[src/rtl/pllcfg_pkg.sv]
package pllcfg_pkg;

  localparam int REG_W  = 32;
  localparam int HALF_W = 16;

  localparam int FB_W   = 12;
  localparam int REF_W  = 6;
  localparam int POST_W = 3;

  localparam int REF_LSB     = 0;
  localparam int POST1_LSB   = 8;
  localparam int POST2_LSB   = 12;
  localparam int PD_BIT      = 0;
  localparam int FRACOFF_BIT = 3;

  typedef enum logic [1:0] {
    SEL_FB      = 2'd0,
    SEL_REFPOST = 2'd1,
    SEL_FRAC    = 2'd2,
    SEL_CTRL    = 2'd3
  } reg_sel_e;

  // Bits of the low half that hold a field, per word index.
  function automatic logic [HALF_W-1:0] impl_of(input int idx);
    case (idx)
      0:       impl_of = 16'h0FFF;
      1:       impl_of = 16'h773F;
      3:       impl_of = 16'h0009;
      default: impl_of = 16'h0000;
    endcase
  endfunction

  // Reset contents per word index: only power-down starts set.
  function automatic logic [HALF_W-1:0] reset_of(input int idx);
    reset_of = (idx == 3) ? 16'h0001 : 16'h0000;
  endfunction

  // New low half after a write with per-bit enables in the upper half.
  function automatic logic [HALF_W-1:0] masked_merge(
    input logic [HALF_W-1:0] old_val,
    input logic [REG_W-1:0]  word,
    input logic [HALF_W-1:0] impl
  );
    logic [HALF_W-1:0] en;
    en = word[REG_W-1:HALF_W];
    masked_merge = ((old_val & ~en) | (word[HALF_W-1:0] & en)) & impl;
  endfunction

endpackage

[src/rtl/pllcfg_mask_reg.sv]
module pllcfg_mask_reg
  import pllcfg_pkg::*;
#(
  parameter logic [15:0] IMPL      = 16'hFFFF,
  parameter logic [15:0] RESET_VAL = 16'h0000
) (
  input  logic                clk,
  input  logic                rst_n,
  input  logic                wr_hit,
  input  logic [REG_W-1:0]    wdata,
  output logic [HALF_W-1:0]   q
);

  logic [HALF_W-1:0] next_q;

  always_comb next_q = masked_merge(q, wdata, IMPL);

  always_ff @(posedge clk or negedge rst_n) begin
    if (!rst_n)      q <= RESET_VAL & IMPL;
    else if (wr_hit) q <= next_q;
  end

  AST_MASK_KEEP: assert property (@(posedge clk) disable iff (!rst_n)
    wr_hit |=> (((q ^ $past(q)) & ~$past(wdata[REG_W-1:HALF_W])) == '0));

  AST_IDLE_HOLD: assert property (@(posedge clk) disable iff (!rst_n)
    !wr_hit |=> $stable(q));

endmodule

[src/rtl/pllcfg_frac_reg.sv]
module pllcfg_frac_reg #(
  parameter int FRAC_W = 24
) (
  input  logic              clk,
  input  logic              rst_n,
  input  logic              wr_hit,
  input  logic [FRAC_W-1:0] wdata,
  output logic [FRAC_W-1:0] q
);

  always_ff @(posedge clk or negedge rst_n) begin
    if (!rst_n)      q <= '0;
    else if (wr_hit) q <= wdata;
  end

  AST_FRAC_HOLD: assert property (@(posedge clk) disable iff (!rst_n)
    !wr_hit |=> $stable(q));

endmodule

[src/rtl/pllcfg_lock_sync.sv]
module pllcfg_lock_sync #(
  parameter int STAGES = 2
) (
  input  logic clk,
  input  logic rst_n,
  input  logic async_in,
  output logic sync_out
);

  logic [STAGES-1:0] chain;

  always_ff @(posedge clk or negedge rst_n) begin
    if (!rst_n) chain <= '0;
    else        chain <= {chain[STAGES-2:0], async_in};
  end

  assign sync_out = chain[STAGES-1];

endmodule

[src/rtl/pllcfg_bank.sv]
module pllcfg_bank
  import pllcfg_pkg::*;
#(
  parameter int ADDR_W      = 4,
  parameter int FRAC_W      = 24,
  parameter int SYNC_STAGES = 2
) (
  input  logic               clk,
  input  logic               rst_n,
  input  logic               bus_wr,
  input  logic [ADDR_W-1:0]  bus_addr,
  input  logic [REG_W-1:0]   bus_wdata,
  output logic [REG_W-1:0]   bus_rdata,
  input  logic               pll_lock_in,
  output logic [FB_W-1:0]    fb_div,
  output logic [REF_W-1:0]   ref_div,
  output logic [POST_W-1:0]  post_div1,
  output logic [POST_W-1:0]  post_div2,
  output logic [FRAC_W-1:0]  frac_val,
  output logic               power_down,
  output logic               frac_off
  ,
  output logic               lock_seen
);

  localparam int NUM_REGS = 4;
  localparam int FRAC_PAD = REG_W - 1 - FRAC_W;

  reg_sel_e          sel;
  logic              aligned;
  logic [NUM_REGS-1:0] wr_hit;
  logic [HALF_W-1:0] mreg_q [NUM_REGS];
  logic [FRAC_W-1:0] frac_q;
  logic              lock_sync;

  // Word select and alignment; named for the assertions.
  assign sel     = reg_sel_e'(bus_addr[3:2]);
  assign aligned = (bus_addr[1:0] == 2'b00);

  always_comb begin
    wr_hit = '0;
    if (bus_wr && aligned) wr_hit[sel] = 1'b1;
  end

  // Masked words generated from the per-index field maps.
  for (genvar g = 0; g < NUM_REGS; g++) begin : g_word
    if (g == int'(SEL_FRAC)) begin : g_plain
      assign mreg_q[g] = '0;
    end else begin : g_masked
      pllcfg_mask_reg #(
        .IMPL      (impl_of(g)),
        .RESET_VAL (reset_of(g))
      ) u_reg (
        .clk    (clk),
        .rst_n  (rst_n),
        .wr_hit (wr_hit[g]),
        .wdata  (bus_wdata),
        .q      (mreg_q[g])
      );
    end
  end

  pllcfg_frac_reg #(.FRAC_W(FRAC_W)) u_frac (
    .clk    (clk),
    .rst_n  (rst_n),
    .wr_hit (wr_hit[SEL_FRAC]),
    .wdata  (bus_wdata[FRAC_W-1:0]),
    .q      (frac_q)
  );

  pllcfg_lock_sync #(.STAGES(SYNC_STAGES)) u_sync (
    .clk      (clk),
    .rst_n    (rst_n),
    .async_in (pll_lock_in),
    .sync_out (lock_sync)
  );

  // Read path.
  always_comb begin
    bus_rdata = '0;
    if (aligned) begin
      if (sel == SEL_FRAC) bus_rdata = {lock_sync, {FRAC_PAD{1'b0}}, frac_q};
      else                 bus_rdata = {{HALF_W{1'b0}}, mreg_q[sel]};
    end
  end

  // Field decode.
  assign fb_div     = mreg_q[SEL_FB][FB_W-1:0];
  assign ref_div    = mreg_q[SEL_REFPOST][REF_LSB +: REF_W];
  assign post_div1  = mreg_q[SEL_REFPOST][POST1_LSB +: POST_W];
  assign post_div2  = mreg_q[SEL_REFPOST][POST2_LSB +: POST_W];
  assign frac_val   = frac_q;
  assign power_down = mreg_q[SEL_CTRL][PD_BIT];
  assign frac_off   = mreg_q[SEL_CTRL][FRACOFF_BIT];
  assign lock_seen  = lock_sync;

  AST_HI_ZERO: assert property (@(posedge clk) disable iff (!rst_n)
    (sel != SEL_FRAC) |-> (bus_rdata[REG_W-1:HALF_W] == '0));

  AST_PD_FOLLOWS: assert property (@(posedge clk) disable iff (!rst_n)
    (wr_hit[SEL_CTRL] && bus_wdata[HALF_W+PD_BIT]) |=> (power_down == $past(bus_wdata[PD_BIT])));

  AST_MISALIGN_READ: assert property (@(posedge clk) disable iff (!rst_n)
    !aligned |-> (bus_rdata == '0));

endmodule

[config.mk]
export PLATFORM = sky130hd
export DESIGN_NAME = pllcfg_bank
export DESIGN_NICKNAME = d
export VERILOG_FILES = /design/src/rtl/pllcfg_pkg.sv /design/src/rtl/pllcfg_mask_reg.sv /design/src/rtl/pllcfg_frac_reg.sv /design/src/rtl/pllcfg_lock_sync.sv /design/src/rtl/pllcfg_bank.sv
export SDC_FILE = /design/constraint.sdc
export NUM_CORES = 1
export LEC_CHECK = 0
export ABC_AREA = 1
export BUFFER_PORTS_ARGS = -buffer_cell sky130_fd_sc_hd__buf_4
export CAP_MARGIN = 20
export CORE_MARGIN = 3
export CORE_UTILIZATION = 45
export DETAILED_ROUTE_END_ITERATION = 8
export PLACE_DENSITY = 0.76
export SLEW_MARGIN = 20
export SYNTH_ARGS = -nofsm -noshare
export SYNTH_HDL_FRONTEND = slang
export SYNTH_HIERARCHICAL = 1
export SYNTH_SLANG_ARGS = --single-unit
[constraint.sdc]
create_clock -name clk -period 0.8 [get_ports clk]
set_input_delay 0.04 -clock clk [delete_from_list [all_inputs] [get_ports clk]]
set_output_delay 0.04 -clock clk [all_outputs]
set_load 0.05 [all_outputs]
==> results.toml, run 1 <==
[logic_synthesis]
avgSynthCellArea_um2 = 7.22
syn_inst = 440
syn_area_um2 = 3180
yosys_warnings = 6
synth.distinct_cells = 22
synth_seq_cells = 52
ys_seq_area_share_pct = 41.0

[floorplanning]
initial_core_util_pct = 48.1
die_y_um = 90.0
num_rows = 29
pin_count = 123
fp.dieW_um = 90.0

[clock_network]
cts_sinks = 52
cts-buffers-inserted = 5
cts_root_buf = "clkbuf_8"
htree_num_levels = 2
clock_path_buffers = 2

[placed_design]
routabilityCongestion = 0.855
dpl.hpwl_mm = 7.50
portBuffers = 114

[timing]
worst_endpoint = "bus_rdata[0]"
worst-ep-kind = "top-level output"

[global_route]
grt_max_degree = 28

[outcome]
status = "did not finish"
firstError = "[ERROR DPL-0038] Utilization greater than 100%, impossible to legalize"
lastStage = "5_1_grt"
## kinds of logic after synthesis
group / share of synthesized area, %
and+or+nand+nor: 41.3
DFF: 41.0
buffers and inverters: 14.7
AOI/OAI and AO/OA: 2.52
other: 0.472
## synth_stat cells
| master | n | area share, % |
|---|---|---|
| buf_12 | 2 | 1.3 |
| buf_2 | 4 | 0.63 |
| buf_4 | 32 | 7.6 |
| buf_6 | 9 | 3.2 |
| clkbuf_1 | 1 | 0.12 |
| clkbuf_8 | 3 | 1.3 |
| conb_1 | 4 | 0.47 |
| dfrtp_1 | 51 | 40 |
| dfstp_2 | 1 | 0.83 |
| inv_2 | 1 | 0.12 |
| inv_4 | 1 | 0.20 |
| inv_8 | 1 | 0.35 |
| nand2_1 | 198 | 23 |
| nand2_2 | 10 | 2.0 |
| nand2_4 | 1 | 0.35 |
| nand3_1 | 58 | 9.1 |
| nor2_1 | 42 | 5.0 |
| nor2_4 | 1 | 0.35 |
| nor2_8 | 1 | 0.63 |
| nor3_1 | 3 | 0.47 |
| o21ai_0 | 13 | 2.0 |
| o21ai_1 | 3 | 0.47 |
## per-stage QoR
step / hold WS [ns] / area, um^2 / setup slack [ns] / util, % / std cells
after CTS: 0.0193 / 6000 / -0.516 / 90.8 / 747
after detailed placement: -0.0694 / 4840 / -0.312 / 73.4 / 698
after global placement: -0.0743 / 4840 / -0.272 / 73.4 / 698
after floorplan: -0.256 / 3720 / -0.406 / - / 465
## what timing repair did
| item | in CTS |
|---|---|
| hold buffers | 32 |
| pin swaps | 43 |
| setup buffers | 13 |
| resized for setup | 187 |
| endpoints found under the hold margin | 100 |
| setup endpoints to repair | 77 |
==> run 2: changes to the inputs <==
--- a/config.mk
+++ b/config.mk
@@ -9,9 +9,9 @@
 export BUFFER_PORTS_ARGS = -buffer_cell sky130_fd_sc_hd__buf_4
 export CAP_MARGIN = 20
 export CORE_MARGIN = 3
-export CORE_UTILIZATION = 45
+export CORE_UTILIZATION = 40
 export DETAILED_ROUTE_END_ITERATION = 8
-export PLACE_DENSITY = 0.76
+export PLACE_DENSITY_LB_ADDON = 0.15
 export SLEW_MARGIN = 20
 export SYNTH_ARGS = -nofsm -noshare
 export SYNTH_HDL_FRONTEND = slang
==> constraint.sdc (replaced) <==
create_clock -name clk -period 1.04 [get_ports clk]
set_input_delay 0.052 -clock clk [delete_from_list [all_inputs] [get_ports clk]]
set_output_delay 0.052 -clock clk [all_outputs]
set_load 0.05 [all_outputs]
==> results.toml, run 2 <==
[critical_path]
cp.arrival_ns = 1.25
end_kind = "primary output"
cp_cell_sequence = "nand3_2 > nand2_2 > nor2_2 > nor2_4 > buf_6"
worstPathRequired_ns = 0.99
cp_top_family = "flip-flops"
cp.depth = 5
critPathKind = "register to primary output"
path_buf_inv = 1
crit_slowest_cell = "dfstp_2"
worst-r2r-setup-slack_ns = 0.17
cp-endpoint = "bus_rdata[0]"
cp_slowest_stage_delay_ns = 0.54
critPathLaunchType = "register"
reg2reg_depth = 4
path_max_fanout = 2

[routing]
drt_pass1_iterations = 4
drcViolationCount = 0
vias = 3457
initialDrtViolationCount = 139
ant_nets = 0
wl_per_cell_um = 14.5
finalWirelength_mm = 10.3
vias_per_cell = 4.84

[power_and_ir_drop]
power_leakage_nw = 2.64
peakVddDrop_mv = 1.01
power.density_nw_per_um2 = 1540
power.total_mw = 8.38

[clock_network]
clock_path_buffers = 2
cts_sinks = 52
tritoncts = "done"
clk_pin_slew_worst_paths_ns = 0.09
cts-buffers-inserted = 5
clk_latency_ns = 0.29
cts_root_buf = "clkbuf_8"
htree_num_levels = 2

[final_layout]
nNetsFinal = 654
finalNonFillerCells = 714
syn_to_final_growth_pct = 70.8
utilization_pct = 72.5
layout_common_cells = "nand2_1, buf_4, dfrtp_2"
diodes = 0
layout_commonest_cell = "nand2_1"
layout-drive-gt1-share_pct = 48.9
final_cell_area_um2 = 5430

[logic_synthesis]
syn_inst = 440
synth_seq_cells = 52
synth_common_cells = "nand2_1, nand3_1, dfrtp_1"
synth-edff-count = 0
synth.most_common_cell = "nand2_1"
synth.distinct_cells = 22
yosys_warnings = 6
synthTopCellsByArea = "dfrtp_1, nand2_1, nand3_1"
ys_seq_area_share_pct = 41.0
avgSynthCellArea_um2 = 7.22
yosysTopAreaCellShare_pct = 40.2
syn_area_um2 = 3180
async_flop_share_pct = 100
synth_top_area_cell = "dfrtp_1"
ys.flop_type = "dfrtp_1"

[timing]
timing.final.crit_share_pct = 126
final-setup-viol-count = 35
drv_slew = 0
clock_skew_ns = 0.0000958
period_minus_slack_ns = 1.31
hold_viol = 0
setup_ws_ns = -0.266
whs_ns = 0.00754
clock.fmax_mhz = 766
rsz0062_at_grt = "yes"

[floorplanning]
pin_count = 123
die_y_um = 95.1
num_rows = 31
core_area_um2 = 7490
fp.dieW_um = 95.1
initial_core_util_pct = 42.4
die_area_um2 = 9050

[placed_design]
placed_area_um2 = 4490
portBuffers = 114
routabilityCongestion = 0.826
dpl.hpwl_mm = 7.01
dp_cells = 665

[global_route]
grt_use_total_pct = 23.3
overflow = 0
antenna_found_initial = 0
grt_pass1_vias = 3398
grt_max_degree = 37
grt_pass1_wl_mm = 16.4

[outcome]
status = "complete, but fails checks"
violations = "negative setup slack"

[worst_hold_path]
hold_path.class = "input port to register"

[flow_run]
max-cap-violations = 0
run 2: repair_timing:
action / CTS / global route
pin swaps: 21 / 6
resized for setup: 96 / 49
endpoints found under the setup margin: 39 / 50
endpoints found under the hold margin: 82 / 0
cloned: 0 / 0
hold buffers: 25 / 0
buffers inserted: 13 / 16
run 2: cells by family after synthesis:
group | share of synthesized area (%)
simple gates | 41.3
buf+inv | 14.7
flops | 41.0
compound gates | 2.52
other cells | 0.472
run 2: through the flow:
step	TNS, ns	setup slack, ns
2_1_floorplan	-1.06	-0.179
3_3_place_gp	-6.42	-0.137
3_5_place_dp	-8.31	-0.174
4_1_cts	-4.11	-0.280
5_1_grt	-6.12	-0.337
6_report	-3.70	-0.266
run 2: how the worst min path moves through the flow:
stage / startpoint / to / cells past startpoint
global route: bus_wdata[25] / register / 3
detailed placement: rst_n / asynchronous set/reset pin / 1
global placement: rst_n / asynchronous set/reset pin / 1
floorplan: rst_n / asynchronous set/reset pin / 0
CTS: bus_wdata[24] / register / 3
finish: bus_wdata[18] / u_frac/q[18]$_DFFE_PN0P_ / 3
run 2: area by class of cell:
cell class,instances,area (um^2)
fill,573,2060
tap,99,124
inverter,3,26.3
multi-input combinational,359,1860
clock buffer,8,90.1
timing repair buffer,193,1960
sequential,52,1360
run 2: routing by layer:
layer  vias to the layer above  track usage [%]  wire [um]
met5                         -                0          0
met1                      1650             27.7       3990
met3                        22             3.87        524
met2                       110             42.9       5600
met4                         0             6.85        236
li1                       1675                -          -
run 2: worst register-to-register path, stage by stage, from the launching register on:
cell and delay (ns):
dfrtp_2 0.42, buf_6 0.12, buf_4 0.12, nand2_1 0.05
nand2_1 0.04
run 2: report_power, final:
| part | switching [mW] | internal (mW) |
|---|---|---|
| sequential | 0.337 | 2.48 |
| combinational | 2.65 | 1.72 |
| clock | 0.653 | 0.545 |
No activity file was read; power rests on OpenSTA's default activity.
==> run 3: changes to the inputs <==
--- a/config.mk
+++ b/config.mk
@@ -5,7 +5,6 @@
 export SDC_FILE = /design/constraint.sdc
 export NUM_CORES = 1
 export LEC_CHECK = 0
-export ABC_AREA = 1
 export BUFFER_PORTS_ARGS = -buffer_cell sky130_fd_sc_hd__buf_4
 export CAP_MARGIN = 20
 export CORE_MARGIN = 3
==> results.toml, run 3 <==
[placed_design]
dpl.hpwl_mm = 5.70
routabilityCongestion = 0.761
dp_cells = 461
portBuffers = 114

[final_layout]
layout-drive-gt1-share_pct = 73.8
diodes = 0
nNetsFinal = 455
syn_to_final_growth_pct = 72.8
layout_commonest_cell = "buf_4"
layout_common_cells = "buf_4, mux2_4, buf_6"
finalNonFillerCells = 515

[critical_path]
worstPathRequired_ns = 0.99
crit_slowest_cell = "dfrtp_1"
end_kind = "primary output"
cp_cell_sequence = "mux2i_1 > o22ai_2 > buf_6"
path_buf_inv = 1
critPathKind = "register to primary output"
cp.arrival_ns = 1.23
cp_top_family = "flip-flops"
cp_slowest_stage_delay_ns = 0.42
path_max_fanout = 2
critPathLaunchType = "register"

[clock_network]
cts_root_buf = "clkbuf_8"
clk_latency_ns = 0.30
htree_num_levels = 2
cts-buffers-inserted = 5
clk_pin_slew_worst_paths_ns = 0.09
clock_path_buffers = 2
cts_sinks = 52
tritoncts = "done"

[routing]
ant_nets = 0
drcViolationCount = 0
drt_pass1_iterations = 4
wl_per_cell_um = 16.4
initialDrtViolationCount = 33
vias = 2353
finalWirelength_mm = 8.44
vias_per_cell = 4.57

[global_route]
top_usage_layer = "met2"
grt_max_degree = 25
groute.layer.met3.usage_pct = 4.18
grt_use_met2_pct = 32.9
overflow = 0
antenna_found_initial = 0
grt_use_total_pct = 19.3
grtUsageMet1_pct = 25.5
grt_pass1_vias = 2462
grt_pass1_wl_mm = 13.0

[floorplanning]
core_area_um2 = 7290
initial_core_util_pct = 41.5
fp.dieW_um = 93.0
die_area_um2 = 8640
pin_count = 123
die_y_um = 93.0
num_rows = 31

[timing]
rsz0062_at_grt = "yes"
clock_skew_ns = 0.0000236
hold_viol = 0
setup_ws_ns = -0.244
final-setup-viol-count = 83
period_minus_slack_ns = 1.28
timing.final.crit_share_pct = 123
clock.fmax_mhz = 779
drv_slew = 0
tns_ns = -13.09

[logic_synthesis]
ys_seq_area_share_pct = 43.1
ys.flop_type = "dfrtp_1"
yosysTopAreaCellShare_pct = 42.2
syn_inst = 240
synth-edff-count = 0
async_flop_share_pct = 100
avgSynthCellArea_um2 = 12.6
synth.distinct_cells = 19
yosys_warnings = 6
synth_common_cells = "dfrtp_1, mux2_4, mux2i_1"
synth.most_common_cell = "dfrtp_1"
synth_seq_cells = 52
synthTopCellsByArea = "dfrtp_1, mux2_4, mux2i_1"
synth_top_area_cell = "dfrtp_1"
syn_area_um2 = 3030

[flow_run]
max-cap-violations = 0

[outcome]
status = "complete, but fails checks"
violations = "negative setup slack"

[power_and_ir_drop]
power_leakage_nw = 2.55
power.density_nw_per_um2 = 1660
peakVddDrop_mv = 0.886

[worst_hold_path]
hold_path.class = "input port to register"
## run 3: changes by cell type in the layout (fill, tap and decap cells not counted), sizes merged, moves of 2 or more
cell	before	now
o21ai	16	0
nor3	3	1
nor2	44	1
nor3b	0	2
o22ai	0	16
nand3	58	0
mux2i	0	32
or3b	0	2
mux2	0	50
nand2	209	27
inv	3	0
and2	0	9
buf	168	160
## run 3: worst reg2reg max path: stages (launching register included)
cell     delay (ns)
dfrtp_1        0.40
buf_4          0.15
buf_4          0.12
mux2_4         0.25
## run 3: layout make-up
class,instances,area [um^2]
timing repair buffer,185,1770
sequential,52,1320
clock buffer,7,86.3
fill,543,2060
tap,99,124
multi-input combinational,171,1920
clock inverter,1,7.51
## run 3: path summary, 6_finish.rpt
path | startpoint | to | slack (ns) | cells after the start
min | bus_wdata[19] | u_frac/q[19]$_DFFE_PN0P_ | 0.04 | 2
max in group asynchronous | rst_n | asynchronous set/reset pin | 0.36 | 3
min in group asynchronous | rst_n | asynchronous set/reset pin | 0.18 | 2
min reg2reg | u_sync/chain[0]$_DFF_PN0_ | u_sync/chain[1]$_DFF_PN0_ | 0.36 | 0
max | register | bus_rdata[5] | -0.24 | 3
max reg2reg | u_frac/q[12]$_DFFE_PN0P_ | u_frac/q[12]$_DFFE_PN0P_ | 0.01 | 3
## run 3: where the power goes
group / switching, mW / internal [mW]
Sequential: 0.380 / 2.47
Clock: 0.659 / 0.542
Combinational: 2.62 / 2.03
## run 3: layer usage
layer  vias up  share of wire, %
met3         7               5.5
met5         -                 0
li1       1130                 -
met2        68                52
met1      1148                42
met4         0               1.0
## run 3: kinds of logic (layout without fill, tap and decap cells)
family | after synthesis | in the layout | share of synthesized area [%]
multiplexers | 82 | 82 | 34.4
AND/OR/NAND/NOR | 44 | 44 | 7.28
other | 4 | 29 | 0.496
buffers and inverters | 42 | 193 | 11.5
AO/OA/AOI/OAI | 16 | 16 | 3.31
flip-flops | 52 | 52 | 43.1
## run 3: stage by stage
step	cell area [um^2]	setup slack [ns]	power [mW]	utilization, %	hold slack [ns]
final	5230	-0.244	8.70	71.7	0.0364
after global routing	5230	-0.314	9.06	71.7	0.0207
after detailed placement	4200	-0.518	6.75	57.6	-0.0288
after floorplan	3340	-0.304	5.59	-	-0.244
after CTS	4900	-0.259	8.40	67.2	0.00112
after global placement	4200	-0.503	6.71	57.6	-0.0298
## run 3: timing repair
action	4_1_cts	5_1_grt
cloned	1	0
pin swaps	0	9
resized for setup	76	64
buffers inserted	8	17
hold endpoints to repair	89	2
hold buffers	23	2
endpoints found under the setup margin	79	84
